--- src/rtl/gpio_rt_pkg.sv ---
package gpio_rt_pkg;

  typedef enum logic [1:0] {
    REG_OUT  = 2'd0,
    REG_IN   = 2'd1,
    REG_EVEN = 2'd2,
    REG_EVST = 2'd3
  } reg_kind_e;

  localparam int NUM_PORTS = 4;
  localparam int WIN_BYTES = 16;
  localparam int WIN_W     = $clog2(WIN_BYTES);

  // Start offset of each port inside the window (irregular spacing).
  function automatic logic [WIN_W-1:0] port_start(input int p);
    case (p)
      0:       port_start = WIN_W'(0);
      1:       port_start = WIN_W'(4);
      2:       port_start = WIN_W'(8);
      default: port_start = WIN_W'(10);
    endcase
  endfunction

endpackage

--- src/rtl/gpio_rt_decode.sv ---
module gpio_rt_decode
  import gpio_rt_pkg::*;
#(
  parameter int ADDR_W = 16
) (
  input  logic [ADDR_W-1:0] addr,
  input  logic [ADDR_W-1:0] base,
  output logic              hit,
  output logic [1:0]        port_sel,
  output reg_kind_e         kind
);

  logic [ADDR_W-1:0] off_full;
  logic              in_win;
  logic [WIN_W:0]    off;

  assign off_full = addr - base;
  assign in_win   = (addr >= base) && (off_full < ADDR_W'(WIN_BYTES));
  assign off      = {1'b0, off_full[WIN_W-1:0]};

  // Later ports override earlier ones: port 3 owns the overlap.
  always_comb begin
    hit      = 1'b0;
    port_sel = 2'd0;
    kind     = REG_OUT;
    for (int p = 0; p < NUM_PORTS; p++) begin
      if (off >= {1'b0, port_start(p)} &&
          off <  ({1'b0, port_start(p)} + (WIN_W+1)'(4))) begin
        hit      = in_win;
        port_sel = 2'(p);
        kind     = reg_kind_e'(off[1:0] - port_start(p)[1:0]);
      end
    end
  end

endmodule

--- src/rtl/gpio_rt_port.sv ---
module gpio_rt_port #(
  parameter int PORT_W      = 8,
  parameter bit EVT_CAPABLE = 1'b1,
  parameter int SYNC_STAGES = 2
) (
  input  logic              clk,
  input  logic              rst_n,
  input  logic [PORT_W-1:0] pad_in,
  input  logic              wr_out,
  input  logic              wr_en,
  input  logic              wr_st,
  input  logic [PORT_W-1:0] wdata,
  output logic [PORT_W-1:0] out_q,
  output logic [PORT_W-1:0] in_q,
  output logic [PORT_W-1:0] en_q,
  output logic [PORT_W-1:0] st_q,
  output logic              irq_p
);

  logic [PORT_W-1:0] sync_q [SYNC_STAGES];
  logic [PORT_W-1:0] out_d;

  always_ff @(posedge clk or negedge rst_n) begin
    if (!rst_n) begin
      for (int s = 0; s < SYNC_STAGES; s++) sync_q[s] <= '0;
    end else begin
      sync_q[0] <= pad_in;
      for (int s = 1; s < SYNC_STAGES; s++) sync_q[s] <= sync_q[s-1];
    end
  end

  assign in_q  = sync_q[SYNC_STAGES-1];
  assign out_d = wr_out ? wdata : out_q;

  always_ff @(posedge clk or negedge rst_n) begin
    if (!rst_n) out_q <= '0;
    else        out_q <= out_d;
  end

  generate
    if (EVT_CAPABLE) begin : g_evt
      logic [PORT_W-1:0] prev_q, en_d, st_d, rise;

      assign rise = in_q & ~prev_q & en_q;
      assign en_d = wr_en ? wdata : en_q;
      // A new edge wins over a clear in the same cycle.
      assign st_d = (wr_st ? (st_q & ~wdata) : st_q) | rise;

      always_ff @(posedge clk or negedge rst_n) begin
        if (!rst_n) begin
          prev_q <= '0;
          en_q   <= '0;
          st_q   <= '0;
        end else begin
          prev_q <= in_q;
          en_q   <= en_d;
          st_q   <= st_d;
        end
      end
      assign irq_p = |(st_q & en_q);
    end else begin : g_noevt
      logic unused_evt;
      assign unused_evt = ^{wr_en, wr_st};
      assign en_q  = '0;
      assign st_q  = '0;
      assign irq_p = 1'b0;
    end
  endgenerate

endmodule

--- src/rtl/gpio_rt_bank.sv ---
module gpio_rt_bank
  import gpio_rt_pkg::*;
#(
  parameter int ADDR_W      = 16,
  parameter int PORT_W      = 8,
  parameter int EVT_PORTS   = 2,
  parameter int SYNC_STAGES = 2
) (
  input  logic                        clk,
  input  logic                        rst_n,
  input  logic [ADDR_W-1:0]           base_addr,
  input  logic [ADDR_W-1:0]           io_addr,
  input  logic                        io_rd,
  input  logic                        io_wr,
  input  logic [PORT_W-1:0]           io_wdata,
  output logic [PORT_W-1:0]           io_rdata,
  output logic                        io_hit,
  input  logic [NUM_PORTS*PORT_W-1:0] pad_in,
  output logic [NUM_PORTS*PORT_W-1:0] pad_out,
  output logic                        irq
);

  logic [1:0]        rst_sync_q;
  logic              rst_sync_n;
  logic [1:0]        port_sel;
  reg_kind_e         kind;
  logic [PORT_W-1:0] out_v [NUM_PORTS];
  logic [PORT_W-1:0] in_v  [NUM_PORTS];
  logic [PORT_W-1:0] en_v  [NUM_PORTS];
  logic [PORT_W-1:0] st_v  [NUM_PORTS];
  logic [NUM_PORTS-1:0] irq_v;

  // Asynchronous assert, synchronous release.
  always_ff @(posedge clk or negedge rst_n) begin
    if (!rst_n) rst_sync_q <= 2'b00;
    else        rst_sync_q <= {rst_sync_q[0], 1'b1};
  end
  assign rst_sync_n = rst_sync_q[1];

  gpio_rt_decode #(.ADDR_W(ADDR_W)) u_dec (
    .addr     (io_addr),
    .base     (base_addr),
    .hit      (io_hit),
    .port_sel (port_sel),
    .kind     (kind)
  );

  generate
    for (genvar p = 0; p < NUM_PORTS; p++) begin : g_port
      logic sel;
      assign sel = io_wr && io_hit && (port_sel == 2'(p));

      gpio_rt_port #(
        .PORT_W      (PORT_W),
        .EVT_CAPABLE (p < EVT_PORTS),
        .SYNC_STAGES (SYNC_STAGES)
      ) u_port (
        .clk    (clk),
        .rst_n  (rst_sync_n),
        .pad_in (pad_in[p*PORT_W +: PORT_W]),
        .wr_out (sel && kind == REG_OUT),
        .wr_en  (sel && kind == REG_EVEN),
        .wr_st  (sel && kind == REG_EVST),
        .wdata  (io_wdata),
        .out_q  (out_v[p]),
        .in_q   (in_v[p]),
        .en_q   (en_v[p]),
        .st_q   (st_v[p]),
        .irq_p  (irq_v[p])
      );
      assign pad_out[p*PORT_W +: PORT_W] = out_v[p];
    end
  endgenerate

  always_comb begin
    io_rdata = '0;
    if (io_rd && io_hit) begin
      case (kind)
        REG_OUT:  io_rdata = out_v[port_sel];
        REG_IN:   io_rdata = in_v[port_sel];
        REG_EVEN: io_rdata = en_v[port_sel];
        default:  io_rdata = st_v[port_sel];
      endcase
    end
  end

  assign irq = |irq_v;

endmodule

--- config.mk ---
export PLATFORM = sky130hd
export DESIGN_NAME = gpio_rt_bank
export DESIGN_NICKNAME = d
export VERILOG_FILES = /design/src/rtl/gpio_rt_pkg.sv /design/src/rtl/gpio_rt_decode.sv /design/src/rtl/gpio_rt_port.sv /design/src/rtl/gpio_rt_bank.sv
export SDC_FILE = /design/constraint.sdc
export NUM_CORES = 1
export LEC_CHECK = 0
export BUFFER_PORTS_ARGS = -buffer_cell sky130_fd_sc_hd__buf_2
export CORE_AREA = 2 2 127 129
export CTS_CLUSTER_SIZE = 28
export DETAILED_ROUTE_END_ITERATION = 6
export DIE_AREA = 0 0 129 131
export PLACE_DENSITY_LB_ADDON = 0.15
export SKIP_CTS_REPAIR_TIMING = 1
export SLEW_MARGIN = 10
export SYNTH_ARGS = -nofsm -noshare
export SYNTH_HDL_FRONTEND = slang
export SYNTH_SLANG_ARGS = --single-unit
--- constraint.sdc ---
create_clock -name clk -period 6.9 [get_ports clk]
set_input_delay 1.38 -clock clk [delete_from_list [all_inputs] [get_ports clk]]
set_output_delay 1.38 -clock clk [all_outputs]
set_load 0.005 [all_outputs]
# Yosys cells after proc, flatten, opt, wreduce, memory -nomap -nowiden

Index checks and enable logic that the tools add are counted.

Bits in registers: 146
Input bits: 76
Logic and storage cells: 108

Add/sub/neg operators: 5
$lt $le $gt $ge: 11
Eq/ne operators: 6
Muxes and demuxes: 31
Bitwise gates (word level): 14
Reductions and logical operators: 22

Operator list:

| cell                | number |
|---|---|
| $mux 8              | 11 |
| $and 8x8->8         | 8 |
| $bmux 8 s2          | 4 |
| $not 8->8           | 3 |
| $pmux 8 s3          | 1 |
| $mux 2              | 10 |
| $logic_and 1x1->1   | 19 |
| $ge 16x16->1        | 1 |
| $lt 16x5->1 const B | 1 |
| $or 8x8->8          | 2 |
| $reduce_or 16->1    | 1 |
| $sub 16x16->16      | 1 |
| $lt 4x4->1 const B  | 3 |
| $eq 2x2->1 const B  | 4 |
| $ge 4x4->1 const B  | 2 |
| $sub 2x2->2         | 4 |
| $mux 1              | 5 |
| $eq 2x1->1 const B  | 2 |
| $ge 4x1->1 const B  | 1 |
| $ge 4x3->1 const B  | 1 |
| $logic_not 2->1     | 2 |
| $lt 4x3->1 const B  | 1 |
| $ge 3x3->1 const B  | 1 |
| $not 2->3           | 1 |

# Depth between registers and ports, before layout

Gate-level depths: netlist of run 1.

Word-level depth: 13
Gate-level depth with buffers: 12

# Cells and area by module

A second synthesis of run 1 with hierarchy kept.

Cells, all modules: 597
Area, all modules: 7497.2 um^2

By module, submodules not included:

| module                               | instances | cells an instance | area each (um^2) | seq. area each (um^2) |
|---|---|---|---|---|
| gpio_rt_port at g_port[0].u_port ... | 2         | 104               | 1695.4           | 1201.2 |
| gpio_rt_port at g_port[2].u_port ... | 2         | 59                | 923.4            | 600.6 |
| gpio_rt_bank                         | 1         | 121               | 1276.2           | 50.0 |
| gpio_rt_decode                       | 1         | 150               | 983.4            | 0.0 |

# Worst setup path before layout of run 1

No wires, ideal clock.

Path type: input to output
Start point: input base_addr[8]
End point: output io_rdata[0]
Arrival time: 4.159 ns
Setup slack: 1.361 ns
Stages on the path: 10
Path buffers: 0
Path through: inv_1 ha_1 a21o_2 a31o_2 or3_1 o211a_1 or3_2 a311oi_4 nand4_2 nor3_1

Word-level cells in the longest chain between the ends: 9
Elaborated cells on any way between the ends: 10

Ends and longest elaborated chain:

| item                 | line                 | RTL |
|---|---|---|
| start, declared      | gpio_rt_bank.sv:11   | `input logic [ADDR_W-1:0] base_addr,` |
| $sub 16x16->16       | gpio_rt_decode.sv:17 | `assign off_full = addr - base;` |
| $lt 16x5->1          | gpio_rt_decode.sv:18 | `assign in_win = (addr >= base) && (off_full < ADDR_W'(WIN_BYTES));` |
| $logic_and 1x1->1 *  | gpio_rt_decode.sv:18 |  |
| $mux 1 (3 in series) | gpio_rt_decode.sv:27 | `if (off >= {1'b0, port_start(p)} &&` |
| $mux 1 *             | gpio_rt_decode.sv:27 |  |
| $logic_and 1x1->1 *  | gpio_rt_bank.sv:77   | `if (io_rd && io_hit) begin` |
| $mux 8 *             | gpio_rt_bank.sv:77   |  |
| end, declared        | gpio_rt_bank.sv:16   | `output logic [PORT_W-1:0] io_rdata,` |

Mark *: on every way between the ends. The rest lies on a longest branch, timed or not.

# Worst setup path in the final report of run 1

Ends and elaborated chain as after synthesis.

==> qor.txt, run 1 <==
Leading cell type in the layout, fill and taps excluded: dfrtp_1
CP Buf/Inv Count: 4
CP most frequent cell: buf_2
Syn Inst Count: 621
Num ports: 118
Setup crit start kind: input pin
Clk_skew: 0.009655 ns
# Max-Cap Violations: 0
Fraction of layout cells with a size suffix above 1: 31.62%
Post-synth net total: 714
Port Buffer Count: 117
Placed cell area: 7730 sq um
Top FF cell, synth: dfrtp_1
ANT cells: 0
DRT antenna net count: 0
Per-cell routed wire length: 18.09 um
Hpwl dp: 12710 um
Post-layout min period: 5.878 ns
Seq/Total Area, Yosys: 53.35%
Async set or reset register ratio after synthesis: 100.0%
Number of global-route vias before repair: 5169
End of the critical path: io_rdata[0]
Die width: 129 um
Reg-to-reg startpoint: rst_sync_q[1]$_DFF_PN0_
CP max-delay cell: or3_2
Slew headroom: 28.05%
Die Area: 16900 sq um
Num CTS Buffers: 17
Beginning of the critical path: base_addr[8]
DRT Wirelength: 17630 um
Initial antenna violation count: 0
Vias per cell: 5.528
Top post-synthesis cells by area: dfrtp_1 (53%), mux2_2 (11%), nand2_1 (4.0%)
CP peak stage delay: 0.49 ns
DRC errors left: 0
Kind of cell adding the most delay to the critical path: simple AND/OR/NAND/NOR gates
Initial core utilization: 43.90%
Hold WS: 0.3467 ns
CTS tree: yes
Root buffer cell: clkbuf_16
Critical Setup Path Class: input pin to output pin
Fin. max-slew vios: 0
Status: completed
Synthesized cell area: 6848 sq um
Post-synth EDFFs: 0
Worst Setup End Kind: output pin
Core box area: 15600 sq um
Setup tns final: 0 ns
Synthesized flop and latch total: 146
Die Y: 131 um
Worst-Margin Slew: 1.079 ns
Layout Nets: 839
Final Hold Vio Count: 0
P_leak: 0.004069 uW
Worst EP arrival: 4.50 ns
Total gr overflow: 0
First-pass GRT wire length: 27300 um
Clock transition at path regs: 0.06 ns
Leading area contributor after synthesis: dfrtp_1
Worst-Skew Late Latency: 0.42 ns
Power density over cell area: 254.7 nW/um^2
Layout Area Growth over Synthesis: 21.34%
Vias: 5390
Endpoints failing setup: 0
Netlist cell types: 54
Global Route Usage Sum: 21.42%
Worst r2r dst: g_port[3].u_port.out_q[6]$_DFFE_PN0P_
Critical Path RT: 5.52 ns
Design Area, Final: 8309 sq um
Iter 0 DRT Violations: 427
Largest net degree at the start of global routing: 87
Synth Warn #: 0
RSZ-0062 raised after global routing: false
Reg2reg path depth: 1
# H-tree levels: 4
Flop-to-flop setup slack: 5.04 ns
Drt first pass iters: 6
Crit-path cells: buf_2 -> inv_1 -> ha_1 -> a21o_2 -> a31o_2 -> or3_1 -> o211a_1 -> or3_2 -> a311oi_4 -> buf_4 -> nand4_2 -> nor3_1 -> buf_2
Fmax: 170.1 MHz
GP Congestion: 0.9545
CTS Sinks: 146
Longest Clk Path Bufs: 2
CP max FO: 9
Min-Delay Path Class: flip-flop to flip-flop
Max VDD drop: 0.2049 mV
Worst path depth: 13
Final Cycle Share: 85.19%
Syn Area/Cell: 11.03 sq um
Most frequent cells in the layout: dfrtp_1 (145), buf_2 (117), nand2_1 (73)
Rows: 46
Share of the synthesized area in the top cell type: 53.35%
==> how the worst min path moves through the flow <==
stage / start / endpoint / slack [ns] / cells past startpoint
2_1_floorplan: g_port[0].u_port.sync_q[8]$_DFF_PN0_ / g_port[0].u_port.in_q[0]$_DFF_PN0_ / 0.33 / 0
3_3_place_gp: g_port[1].u_port.sync_q[9]$_DFF_PN0_ / g_port[1].u_port.in_q[1]$_DFF_PN0_ / 0.33 / 0
4_1_cts: g_port[3].u_port.sync_q[8]$_DFF_PN0_ / g_port[3].u_port.in_q[0]$_DFF_PN0_ / 0.35 / 0
5_1_grt: g_port[1].u_port.sync_q[11]$_DFF_PN0_ / g_port[1].u_port.in_q[3]$_DFF_PN0_ / 0.35 / 0
3_5_place_dp: g_port[1].u_port.sync_q[11]$_DFF_PN0_ / g_port[1].u_port.in_q[3]$_DFF_PN0_ / 0.33 / 0
6_report: g_port[1].u_port.sync_q[15]$_DFF_PN0_ / g_port[1].u_port.in_q[7]$_DFF_PN0_ / 0.35 / 0
==> sequential cells by signal, indices dropped and copies added (netlist names) <==
name,count
rst_sync_q,2
g_port.u_port.st_q,16
g_port.u_port.in_q,32
g_port.u_port.out_q,32
g_port.u_port.en_q,16
g_port.u_port.sync_q,32
g_port.u_port.g_evt.prev_q,16
==> power by group <==
part | total (uW) | leakage [uW] | switching [uW] | internal, uW
combinational | 320 | 0.00202 | 201 | 119
sequential | 901 | 0.00177 | 19.7 | 881
clock | 896 | 0.000280 | 349 | 546
total | 2120 | 0.00407 | 570 | 1550
==> cells by family (layout without fill, tap and decap cells) <==
group | count (synthesis) | after routing | share of synthesized area, %
AO/OA/AOI/OAI | 164 | 164 | 16.50
other | 1 | 1 | 0.05476
adder cells (fa/ha/maj) | 17 | 17 | 3.216
multiplexers | 74 | 74 | 12.00
AND/OR/NAND/NOR | 153 | 153 | 10.89
buffers and inverters | 61 | 199 | 3.344
XOR/XNOR | 5 | 5 | 0.6395
flip-flops | 146 | 146 | 53.35
==> cell usage after synthesis (all sizes together) (2+ instances only) <==
cell,count
dfrtp,146
nand2,73
mux2,65
inv,37
o21ai,32
a21oi,31
nor2,25
o22ai,24
a21o,21
clkbuf,17
ha,16
a222oi,15
nand4,13
nor3,13
mux2i,9
a31oi,8
nand3,8
o221ai,7
a221oi,6
buf,6
a22o,4
o21a,4
or3,4
xnor2,4
nand2b,3
a311oi,2
a31o,2
and3,2
nand3b,2
nand4b,2
nor2b,2
or2,2
==> stage by stage <==
stage               util [%]  std cells  power, uW  setup slack, ns
finish                 53.27        975       2116            1.022
global placement       49.56        943       1226            1.090
floorplan                  -        621       1123            1.361
detailed placement     49.56        943       1233            1.052
global route           53.27        975       2200           0.7857
CTS                    53.27        975       2131            1.032
==> final cells by class <==
class	instances	area (sq um)
Sequential cell	146	3657
Clock buffer	22	454.2
Timing Repair Buffer	129	675.6
Tap cell	216	270.3
Multi-Input combinational cell	414	2984
Clock inverter	10	125.1
Fill cell	1409	7288
Inverter	38	142.6
==> layer usage <==
layer	vias up	share of wire, %	global-route usage, %	wire length, um
met4	0	3.1	9.527	548
li1	2532	-	-	-
met1	2638	43	27.41	7497
met3	34	4.9	4.072	867
met5	-	0	0	0
met2	186	49	35.73	8719
Note: power is estimated with default switching activity, not from simulation.
==> run 2: changes to the inputs <==
CELL_PAD_IN_SITES_DETAIL_PLACEMENT = 2   (was unset)
CELL_PAD_IN_SITES_GLOBAL_PLACEMENT = 2   (was unset)
CORE_AREA = 2 2 136 138   (was 2 2 127 129)
DIE_AREA = 0 0 138 140   (was 0 0 129 131)
==> run 2 against run 1 <==
- first-iteration DRC count down 41%
- global-route usage up 2.7 points
- clock power up 7.7%
- register-to-register slack worse by 0.08 ns
- sequential share of layout area down 0.38 points
- power up 4.5%
- critical path depth unchanged
- via count up 4.7%
- die area up 14%
- maximum frequency down 5.3%
==> qor.txt, run 2 (same netlist as run 1, synthesis figures left out) <==
DRT Wirelength: 22620 um (+28%)
CTS Sinks: 146 (unchanged)
Fmax: 161.2 MHz (-5.3%)
# H-tree levels: 4 (unchanged)
Number of global-route vias before repair: 6400 (+24%)
Power density over cell area: 263.9 nW/um^2 (+3.6%)
Vias per cell: 5.696 (+3.0%)
Post-layout min period: 6.205 ns (+0.3274 ns)
Fin. max-slew vios: 0 (unchanged)
First-pass GRT wire length: 36210 um (+33%)
Per-cell routed wire length: 22.83 um (+26%)
CP peak stage delay: 0.51 ns (+0.02 ns)
Setup tns final: 0 ns (unchanged)
Setup crit start kind: input pin
Register area: 3657 sq um (unchanged)
Hpwl dp: 15800 um (+24%)
Final Cycle Share: 89.93% (+4.7 points)
Leading cell type in the layout, fill and taps excluded: dfrtp_1
Area occupied by multi-input gates: 2984 sq um (unchanged)
Vias: 5645 (+4.7%)
Initial antenna violation count: 0 (unchanged)
Port Buffer Count: 117 (unchanged)
Die Y: 140 um (+6.9%)
Initial core utilization: 38.52% (-5.4 points)
Die Area: 19320 sq um (+14%)
P_leak: 0.004100 uW (+0.77%)
Die width: 138 um (+7.0%)
Global Route Usage Sum: 24.16% (+2.7 points)
Rows: 49 (+6.5%)
Max VDD drop: 0.1730 mV (-16%)
Num ports: 118 (unchanged)
Drt first pass iters: 7 (+1)
Worst Setup End Kind: output pin
Root buffer cell: clkbuf_16
Fraction of layout cells with a size suffix above 1: 32.28% (+0.66 points)
Num CTS Buffers: 17 (unchanged)
Longest Clk Path Bufs: 2 (unchanged)
Slew headroom: 31.58% (+3.5 points)
# Max-Cap Violations: 0 (unchanged)
Most frequent cells in the layout: dfrtp_1 (145), buf_2 (117), nand2_1 (73)
ANT cells: 0 (unchanged)
Critical Setup Path Class: input pin to output pin
Hold WS: 0.3487 ns (+0.001966 ns)
CP max FO: 9 (unchanged)
Worst-Skew Late Latency: 0.44 ns (+0.02 ns)
CP most frequent cell: buf_2
Worst-Margin Slew: 1.026 ns (-0.05288 ns)
RSZ-0062 raised after global routing: false
Crit-path cells: buf_2 -> inv_1 -> ha_1 -> a21o_2 -> a31o_2 -> or3_1 -> o211a_1 -> or3_2 -> a311oi_4 -> nand4_2 -> buf_4 -> nor3_1 -> buf_2
Clk_skew: 0.01585 ns (+0.006199 ns)
Clock transition at path regs: 0.07 ns (about the same)
Largest net degree at the start of global routing: 80 (-8.0%)
CTS tree: yes
Iter 0 DRT Violations: 251 (-41%)
Final Hold Vio Count: 0 (unchanged)
Status: completed
Core box area: 17780 sq um (+14%)
DRC errors left: 0 (unchanged)
Worst EP arrival: 4.83 ns (+0.33 ns)
Endpoints failing setup: 0 (unchanged)
CP max-delay cell: a311oi_4
Pre-CTS setup slack: 0.7075 ns (-0.3448 ns)
Fill count: 1884 (+34%)
Total gr overflow: 0 (unchanged)
Critical Path RT: 5.52 ns (about the same)
Layout Area Growth over Synthesis: 22.40%
Min-Delay Path Class: flip-flop to flip-flop
Layout Nets: 842 (+0.36%)
Post-layout util: 47.14% (-6.1 points)
Setup slack after layout: 0.6946 ns (-0.3274 ns)
GP Congestion: 0.8323 (-13%)
DRT antenna net count: 0 (unchanged)
[run 2: changes by cell type in the layout (fill, tap and decap cells not counted)]
cell / change
buf_4: +3
clkbuf_1: -3
clkinv_2: -1
clkinv_4: -1
clkinv_8: +1
inv_6: +1
inv_8: +3
[run 2: layout make-up]
cell class	instances	share of cell area [%]
Timing Repair Buffer	132	8.330
Multi-Input combinational cell	414	35.60
Clock inverter	13	2.030
Tap cell	229	3.418
Sequential cell	146	43.63
Inverter	38	1.702
Clock buffer	19	5.284
[run 2: metal layers]
metal | track usage [%] | part of all wire (%)
met3 | 4.000 | 3.5
met2 | 42.31 | 51
met5 | 0 | 0
met4 | 8.324 | 2.2
met1 | 30.45 | 43
[run 2: critical path: cells and delay by family]
family                   cells  cell delay (ns)
AO/OA/AOI/OAI                4             1.21
adder cells (fa/ha/maj)      1             0.35
buffers and inverters        4             0.52
AND/OR/NAND/NOR              4             1.34
[run 2: stage by stage]
step / cell area, sq um / std cells / power (uW)
floorplan: 6848 / 621 / 1123
global placement: 7769 / 959 / 1245
detailed placement: 7769 / 959 / 1259
CTS: 8382 / 991 / 2235
global route: 8382 / 991 / 2302
finish: 8382 / 991 / 2212
[run 2: power breakdown]
| part | switching (uW) | total, uW | leakage [uW] | internal (uW) |
|---|---|---|---|---|
| logic | 224 | 346 | 0.00204 | 122 |
| clock network | 407 | 965 | 0.000298 | 558 |
| registers | 20.7 | 901 | 0.00177 | 880 |
[run 2: final timing paths]
check | from | endpoint | slack, ns | cells past startpoint
worst max register to register | rst_sync_q[1]$_DFF_PN0_ | g_port[3].u_port.in_q[0]$_DFF_PN0_ | 4.96 | 1
min in group asynchronous | rst_sync_q[1]$_DFF_PN0_ | g_port[3].u_port.out_q[6]$_DFFE_PN0P_ | 0.51 | 0
worst min register to register | g_port[0].u_port.sync_q[15]$_DFF_PN0_ | g_port[0].u_port.in_q[7]$_DFF_PN0_ | 0.35 | 0
worst max-delay path | base_addr[8] | io_rdata[1] | 0.69 | 13
max in group asynchronous | rst_sync_q[1]$_DFF_PN0_ | g_port[3].u_port.in_q[0]$_DFF_PN0_ | 4.96 | 1
worst min-delay path | g_port[0].u_port.sync_q[15]$_DFF_PN0_ | g_port[0].u_port.in_q[7]$_DFF_PN0_ | 0.35 | 0
